## config.mk

```make
export PLATFORM = sky130hd
export DESIGN_NAME = biquad_cascade
export DESIGN_NICKNAME = d
export VERILOG_FILES = /design/src/rtl/biquad_pkg.sv /design/src/rtl/bq_history.sv /design/src/rtl/bq_section.sv /design/src/rtl/biquad_cascade.sv
export SDC_FILE = /design/constraint.sdc
export NUM_CORES = 2
export LEC_CHECK = 0
export ABC_AREA = 1
export BUFFER_PORTS_ARGS = -buffer_cell sky130_fd_sc_hd__clkbuf_2
export CAP_MARGIN = 20
export CORE_MARGIN = 2
export CORE_UTILIZATION = 35
export CTS_CLUSTER_DIAMETER = 30
export CTS_CLUSTER_SIZE = 8
export DETAILED_ROUTE_END_ITERATION = 7
export PLACE_DENSITY = 0.48
export SKIP_LAST_GASP = 1
export SYNTH_ARGS = -nofsm -noshare
export SYNTH_HDL_FRONTEND = slang
export SYNTH_SLANG_ARGS = --single-unit
```

## constraint.sdc

```tcl
create_clock -name clk -period 22.5 [get_ports clk]
set_input_delay 2.25 -clock clk [delete_from_list [all_inputs] [get_ports clk]]
set_output_delay 2.25 -clock clk [all_outputs]
set_load 0.03 [all_outputs]
```

## src/rtl/biquad_pkg.sv

```systemverilog
package biquad_pkg;
  localparam int DATA_W = 16;
  localparam int ACC_W  = 32;
  localparam int FRAC_W = 14;
  localparam int SMAX   = 2 ** (DATA_W - 1) - 1;
  localparam int SMIN   = -(2 ** (DATA_W - 1));

  typedef logic signed [DATA_W-1:0] sample_t;
  typedef logic signed [ACC_W-1:0]  acc_t;

  // arithmetic shift back to sample scale, then clamp
  function automatic sample_t scale_clamp(acc_t a);
    acc_t s;
    s = a >>> FRAC_W;
    if (s > acc_t'(SMAX))      return sample_t'(SMAX);
    else if (s < acc_t'(SMIN)) return sample_t'(SMIN);
    else                       return sample_t'(s[DATA_W-1:0]);
  endfunction
endpackage

```

## src/rtl/bq_history.sv

```systemverilog
module bq_history
  import biquad_pkg::*;
#(
  parameter int DEPTH = 3
) (
  input  logic    clk,
  input  logic    rst,
  input  logic    shift_en,
  input  sample_t din,
  output sample_t taps [DEPTH]
);
  localparam int VEC_W = DEPTH * DATA_W;

  logic [VEC_W-1:0] sr;

  generate
    if (DEPTH > 1) begin : g_multi
      always_ff @(posedge clk) begin
        if (rst)           sr <= '0;
        else if (shift_en) sr <= {sr[VEC_W-DATA_W-1:0], din};
      end
      // older taps take the previous younger taps (R1 shift order)
      assert_shift_order_R1: assert property (@(posedge clk) disable iff (rst)
        shift_en |=> sr[VEC_W-1:DATA_W] == $past(sr[VEC_W-DATA_W-1:0]));
    end else begin : g_single
      always_ff @(posedge clk) begin
        if (rst)           sr <= '0;
        else if (shift_en) sr <= din;
      end
    end

    for (genvar i = 0; i < DEPTH; i++) begin : g_tap
      assign taps[i] = sr[i*DATA_W +: DATA_W];
    end
  endgenerate

  assert_newest_tap_R1: assert property (@(posedge clk) disable iff (rst)
    shift_en |=> sr[DATA_W-1:0] == $past(din));

  assert_idle_hold_R6: assert property (@(posedge clk) disable iff (rst)
    !shift_en |=> $stable(sr));
endmodule

```

## src/rtl/bq_section.sv

```systemverilog
module bq_section
  import biquad_pkg::*;
#(
  parameter int B0 = 88,
  parameter int B1 = 176,
  parameter int B2 = 88,
  parameter int A1 = -28286,
  parameter int A2 = 12253
) (
  input  logic    clk,
  input  logic    rst,
  input  sample_t x0,
  input  sample_t x1,
  input  sample_t x2,
  input  sample_t yp1,
  input  sample_t yp2,
  output sample_t y
);
  acc_t p_b0, p_b1, p_b2, p_a1, p_a2, acc;

  always_comb begin
    p_b0 = acc_t'(B0) * acc_t'(x0);
    p_b1 = acc_t'(B1) * acc_t'(x1);
    p_b2 = acc_t'(B2) * acc_t'(x2);
    p_a1 = acc_t'(A1) * acc_t'(yp1);
    p_a2 = acc_t'(A2) * acc_t'(yp2);
    // feedback terms are subtracted
    acc  = p_b0 + p_b1 + p_b2 - p_a1 - p_a2;
    y    = scale_clamp(acc);
  end

  assert_zero_rest_R8: assert property (@(posedge clk) disable iff (rst)
    (x0 == 0 && x1 == 0 && x2 == 0 && yp1 == 0 && yp2 == 0) |-> y == 0);
endmodule

```

## src/rtl/biquad_cascade.sv

```systemverilog
module biquad_cascade
  import biquad_pkg::*;
#(
  parameter int IN_W  = 12,
  parameter int S1_B0 = 88,
  parameter int S1_B1 = 176,
  parameter int S1_B2 = 88,
  parameter int S1_A1 = -28286,
  parameter int S1_A2 = 12253,
  parameter int S2_B0 = 95,
  parameter int S2_B1 = 190,
  parameter int S2_B2 = 95,
  parameter int S2_A1 = -30541,
  parameter int S2_A2 = 14537
) (
  input  logic                   clk,
  input  logic                   rst,
  input  logic                   in_valid,
  input  logic signed [IN_W-1:0] in_sample,
  output logic                   out_valid,
  output logic signed [15:0]     out_sample
);
  localparam int EXT_W = DATA_W - IN_W;

  sample_t x_ext, y1, y2;
  sample_t x_taps [2];
  sample_t u_taps [3];
  sample_t w_taps [2];
  logic    v1;

  assign x_ext = {{EXT_W{in_sample[IN_W-1]}}, in_sample};

  // input history: x[n-1], x[n-2]
  bq_history #(.DEPTH(2)) u_xhist (
    .clk(clk), .rst(rst), .shift_en(in_valid), .din(x_ext), .taps(x_taps));

  bq_section #(.B0(S1_B0), .B1(S1_B1), .B2(S1_B2), .A1(S1_A1), .A2(S1_A2)) u_sec1 (
    .clk(clk), .rst(rst),
    .x0(x_ext), .x1(x_taps[0]), .x2(x_taps[1]),
    .yp1(u_taps[0]), .yp2(u_taps[1]), .y(y1));

  // shared history: output of section one, input of section two
  bq_history #(.DEPTH(3)) u_uhist (
    .clk(clk), .rst(rst), .shift_en(in_valid), .din(y1), .taps(u_taps));

  always_ff @(posedge clk) begin
    if (rst) v1 <= 1'b0;
    else     v1 <= in_valid;
  end

  bq_section #(.B0(S2_B0), .B1(S2_B1), .B2(S2_B2), .A1(S2_A1), .A2(S2_A2)) u_sec2 (
    .clk(clk), .rst(rst),
    .x0(u_taps[0]), .x1(u_taps[1]), .x2(u_taps[2]),
    .yp1(w_taps[0]), .yp2(w_taps[1]), .y(y2));

  bq_history #(.DEPTH(2)) u_whist (
    .clk(clk), .rst(rst), .shift_en(v1), .din(y2), .taps(w_taps));

  always_ff @(posedge clk) begin
    if (rst) begin
      out_valid  <= 1'b0;
      out_sample <= '0;
    end else begin
      out_valid <= v1;
      if (v1) out_sample <= y2;
    end
  end

  assert_latency_R5: assert property (@(posedge clk) disable iff (rst)
    in_valid |-> ##2 out_valid);

  assert_no_spurious_R5: assert property (@(posedge clk) disable iff (rst)
    out_valid |-> $past(in_valid, 2));

  assert_out_matches_history_R2: assert property (@(posedge clk) disable iff (rst)
    out_valid |-> out_sample == w_taps[0]);

  assert_hold_between_R6: assert property (@(posedge clk) disable iff (rst)
    !out_valid |-> $stable(out_sample));
endmodule

```

==> Word level (Yosys, flattened, before mapping) <==
Cells that the tools add are included.
{ "totals": {"register_bits": 130, "latchBits": 0, "ramBits": 0, "romBits": 0, "in_bits": 15, "out_inout_bits": 17, "n_memories": 0} }
{ "classes": {"add_sub_neg": 8, "mul": 10, "div": 0, "magnitude_cmp": 4, "eq_ne": 0, "shifts": 0, "muxes": 4, "n_bitwise": 0, "n_reduce_logical": 0} }
{ "op_table": {"columns": ["cell", "n"], "rows": [
  ["32-bit adder", 4],
  ["15-bit by 16-bit multiplier with 31-bit output, first input constant", 3],
  ["8-bit by 16-bit multiplier with 24-bit output, first input constant", 3],
  ["16-bit 2-to-1 mux", 4],
  ["32-bit by 31-bit subtractor with 32-bit output", 2],
  ["32-bit subtractor", 2],
  ["5-bit by 16-bit multiplier with 21-bit output, first input constant", 2],
  ["18-bit by 16-bit > comparator with 1-bit output, second input constant", 2],
  ["18-bit by 16-bit less-than comparator with 1-bit output, second input constant", 2],
  ["16-bit by 16-bit multiplier with 32-bit output, first input constant", 1],
  ["5-bit by 12-bit multiplier with 17-bit output, first input constant", 1]
]} }

==> Longest topological paths before layout <==
{ "depth": {"word_depth": 8, "mapped_depth": 49, "ltp_nobuf": 48} }

==> Hierarchy <==
A second synthesis with hierarchy kept.
{ "hier_totals": {"hier_cells": 5447, "area_unflattened_um2": 46528.4} }
{ "modules_own_cells": {"columns": ["mod", "n_inst", "cells_per_inst", "area_each_um2", "seq_area_each_um2"], "rows": [
  ["bq_section at u_sec2", 1, 2441, 22703.0, 0.0],
  ["bq_section at u_sec1", 1, 2187, 17930.9, 0.0],
  ["bq_history at u_whist ...", 2, 203, 1585.3, 640.6],
  ["bq_history at u_uhist", 1, 305, 1979.4, 960.9],
  ["biquad_cascade", 1, 108, 744.5, 360.3]
]} }

==> Worst setup path after synthesis <==
OpenSTA, ideal clock, no wires.
{ "synth_timing": {"path_kind": "register to register", "from": "register u_uhist.sr[31]", "to": "register u_whist.sr[8]", "setup_time_ns": 0.121, "t_arrival_ns": 9.755, "slack_ns": 12.624, "stages_incl_launch_ff": 40, "n_path_buf": 2, "period_less_slack_ns": 9.876, "cell_sequence": "dfxtp_1 -> buf_4 -> inv_2 -> fa_1 -> inv_1 -> ha_1 -> fa_1 -> inv_1 -> fa_1 -> inv_1 -> ha_1 -> nand2_1 -> nor4_1 -> nand4_1 -> nand3_1 -> a21oi_1 -> xnor2_1 -> fa_1 -> (+4 left out) -> fa_1 -> inv_1 -> fa_1 -> inv_1 -> fa_1 -> inv_1 -> fa_1 -> inv_1 -> ha_1 -> nand2_1 -> nor4_1 -> nand3_1 -> nand2_1 -> xor2_1 -> nand3_1 -> a21oi_4 -> buf_6 -> a21oi_1"} }
{ "synth_via": {"elab_chain_len": 8, "elab_cells_between_ends": 9} }
{ "synth_lines": {"columns": ["item", "line_no", "source"], "rows": [
  ["start: declaration", "bq_history.sv:14", "logic [VEC_W-1:0] sr;"],
  ["start signal: assignment", "bq_history.sv:20", "else if (shift_en) sr <= {sr[VEC_W-DATA_W-1:0], din};"],
  ["8-bit by 16-bit multiplier with 24-bit output *", "bq_section.sv:23", "p_b1 = acc_t'(B1) * acc_t'(x1);"],
  ["32-bit adder * (2 in a row)", "bq_section.sv:28", "acc = p_b0 + p_b1 + p_b2 - p_a1 - p_a2;"],
  ["32-bit subtractor *", "bq_section.sv:28", null],
  ["32-bit by 31-bit subtractor with 32-bit output *", "bq_section.sv:28", null],
  ["18-bit by 16-bit less-than comparator with 1-bit output", "biquad_pkg.sv:16", "else if (s < acc_t'(SMIN)) return sample_t'(SMIN);"],
  ["16-bit 2-to-1 mux", "biquad_pkg.sv:16", null],
  ["16-bit 2-to-1 mux *", "biquad_pkg.sv:15", "if (s > acc_t'(SMAX)) return sample_t'(SMAX);"],
  ["end signal: assignment", "bq_history.sv:20", null],
  ["end: declaration", "bq_history.sv:14", null]
]} }
Mark *: on every way between the ends. The rest lies on a longest branch, timed or not.
A chain may end at the register's enable or synchronous reset.

==> Final worst setup path <==
{ "layout_timing": {"from": "register u_uhist.sr[24]", "to": "register u_whist.sr[3]"} }
The elaborated chain is that of the path after synthesis.

==> flow_summary_export.csv <==
group,metric,value,unit
clocking,clockRootBuffer,"clkbuf_16",
logic_synthesis,synthArstFlopShare,0,
logic_synthesis,synth-edff-count,0,
clocking,cts_tree,"yes",
clocking,cts_sinks,106,
finish,layoutNonFillerInstCount,6246,
floorplan,die_h,348,um
floorplan,num_rows,126,
finish,area_delta_synth_final,5.80,%
critical_path,critPathMaxStageDelay,730,ps
logic_synthesis,synth_area,41400,um2
finish,register_area,2120,um2
grt,grt_pass1_vias,30700,
critical_path,cp_common_cell,"fa_1",
finish,antenna_cells,0,
floorplan,core,118000,um2
grt,grt_first_pass_wirelength,184000,um
sta,finalHoldViolCount,0,
sta,finalCritPeriodShare,0.516,
clocking,clkLatencyLatePin,440,ps
clocking,cts_max_level,3,
sta,relSlewSlack,0.407,
sta,tightest_slew,889,ps
finish,layout-drive-gt1-share,0.0246,
sta,rsz0062_at_grt,"false",
logic_synthesis,synth.top_cells.by_count,"1416 x inv_1, 805 x fa_1, 753 x ha_1",
placement,gp_congestion,0.886,
clocking,clockBufferDepth,2,
drt,drc,0,
floorplan,initial_core_util,0.352,
clocking,post_cts_resize_count,0,
critical_path,cp_slowest_cell,"dfxtp_1",
critical_path,crit_buf_inv,10,
critical_path,worstPathArrival,11890,ps
critical_path,cp_top_family,"adder cells",
logic_synthesis,syn_inst,4676,
logic_synthesis,ys_ff_latch,106,
logic_synthesis,syn_avg_cell_area,8.85,um2
sta,fin_crit,11600,ps
worst_hold_path,holdCritPathClass,"flip-flop to flip-flop",
sta,finalSetupViolCount,0,
critical_path,end_kind,"flip-flop",
critical_path,critPathMaxFanout,15,
finish,final_util,0.372,
outcome,status,"finished, final reports clean",
drt,wire_per_inst,18.4,um
drt,drt-total-wl,115000,um
floorplan,dieArea,121000,um2
logic_synthesis,ys.warnings.count,0,
drt,first_iter_violations,1142,
placement,dpl_cell_area,43500,um2
clocking,cts_hold_buf,0,
critical_path,rrSetupSlack,10900,ps
placement,io_buffers,31,
logic_synthesis,yosysTopAreaCell,"fa_1",
floorplan,die_x,348,um
critical_path,path_class,"flip-flop to flip-flop",
finish,nNetsFinal,6279,
floorplan,io_pins,32,
placement,dpl.hpwl,103000,um
grt,gr-usage-all-layers,0.200,
grt,grt_start_max_net_pins,79,
logic_synthesis,synth_most_common_cell,"inv_1",
sta,tns,0,ps
logic_synthesis,synth_ff_type,"dfxtp_1",
finish,nFillCells,12300,
logic_synthesis,yosys.area.top_type_share,0.389,
clocking,post-cts-setup-buffers,0,
drt,drt.antenna.violating_nets,0,
logic_synthesis,synthDistinctLibCells,49,
grt,grt_remaining_overflow,0,
finish,multiInputGateArea,33700,um2
critical_path,start_kind,"flip-flop",
clocking,clk_pin_slew_worst_paths,90,ps
sta,fmax,86.2,MHz
drt,firstDrtPassIters,5,
clocking,numCtsBuffers,9,
sta,fin_skew,31.3,ps
job,drv_cap,0,
logic_synthesis,ys_top_cells_by_area,"fa_1 39%, ha_1 23%, inv_1 13%, dfxtp_1 5.1%, nand2_1 4.0%",
grt,antenna_found_initial,0,
critical_path,critPathRequiredTime,22790,ps
sta,slew_viol_final,0,
placement,dp_cells,6231,
finish,stdcell_area,43800,um2
drt,viasPerCell,4.58,
drt,num_vias,28600,
logic_synthesis,seq_area_frac_synth,0.0513,
worst reg2reg max path: cells and delay by family (launching register included):
family          cells  cell delay [ps]
flops               1              730
simple gates        9             2160
xor+xnor            2              550
fa+ha+maj          13             6360
buf+inv            10             1020
compound gates      3              640
routing by layer:
layer / up-vias / global-route usage / routed length, um
met1: 14100 / 0.268 / 53400
met2: 293 / 0.355 / 57500
met5: - / 0 / 0
met3: 58 / 0.0162 / 2400
li1: 14100 / - / -
met4: 0 / 0.0340 / 1860
final timing paths:
check	startpoint	endpoint	depth (start not counted)
worst max-delay path	u_uhist.sr[24]$_SDFFE_PP0P_	u_whist.sr[3]$_SDFFE_PP0P_	37
worst min-delay path	u_uhist.sr[3]$_SDFFE_PP0P_	u_uhist.sr[3]$_SDFFE_PP0P_	2
worst min register to register	u_uhist.sr[3]$_SDFFE_PP0P_	u_uhist.sr[3]$_SDFFE_PP0P_	2
worst max register to register	u_uhist.sr[24]$_SDFFE_PP0P_	u_whist.sr[3]$_SDFFE_PP0P_	37
per-stage QoR:
stage                     worst slack [ps]  hold WS, ps
after floorplan                      12620          475
after global placement               10910          515
after detailed placement             10820          533
after CTS                            10800          559
after global routing                 10160          577
final                                10900          552
registers in the layout, summed over array words and instances (netlist names):
signal / flops
out_valid: 1
u_uhist.sr: 48
u_xhist.sr: 24
v1: 1
u_whist.sr: 32
layout by cell type (no fill, tap or decap), drive strengths merged, types with 28 or more instances in the layout:
master / count
xnor2: 80
dfxtp: 106
nand2: 449
inv: 1421
fa: 805
buf: 28
nor2: 155
o21ai: 218
xor2: 139
ha: 753
a21oi: 277
nand3: 83
clkbuf: 41
cell families after synthesis:
group	Yosys count	share of synthesized area
other	2	0.000182
AND/OR/NAND/NOR	753	0.0757
adder cells (fa/ha/maj)	1558	0.617
AO/OA/AOI/OAI	575	0.0756
buffers and inverters	1463	0.134
flip-flops	106	0.0513
XOR/XNOR	219	0.0465
cell type report:
class	instances	area share
repair buffers	58	0.00823
inverters	1423	0.122
well taps	1536	0.0439
flip-flops and latches	106	0.0485
clock inverters	4	0.00117
multi-input cells	3108	0.771
clock buffers	11	0.00554
Power is left out: the tool's default activity adds up to more than one toggle a clock period on the data nets, which glitch-free logic cannot reach.
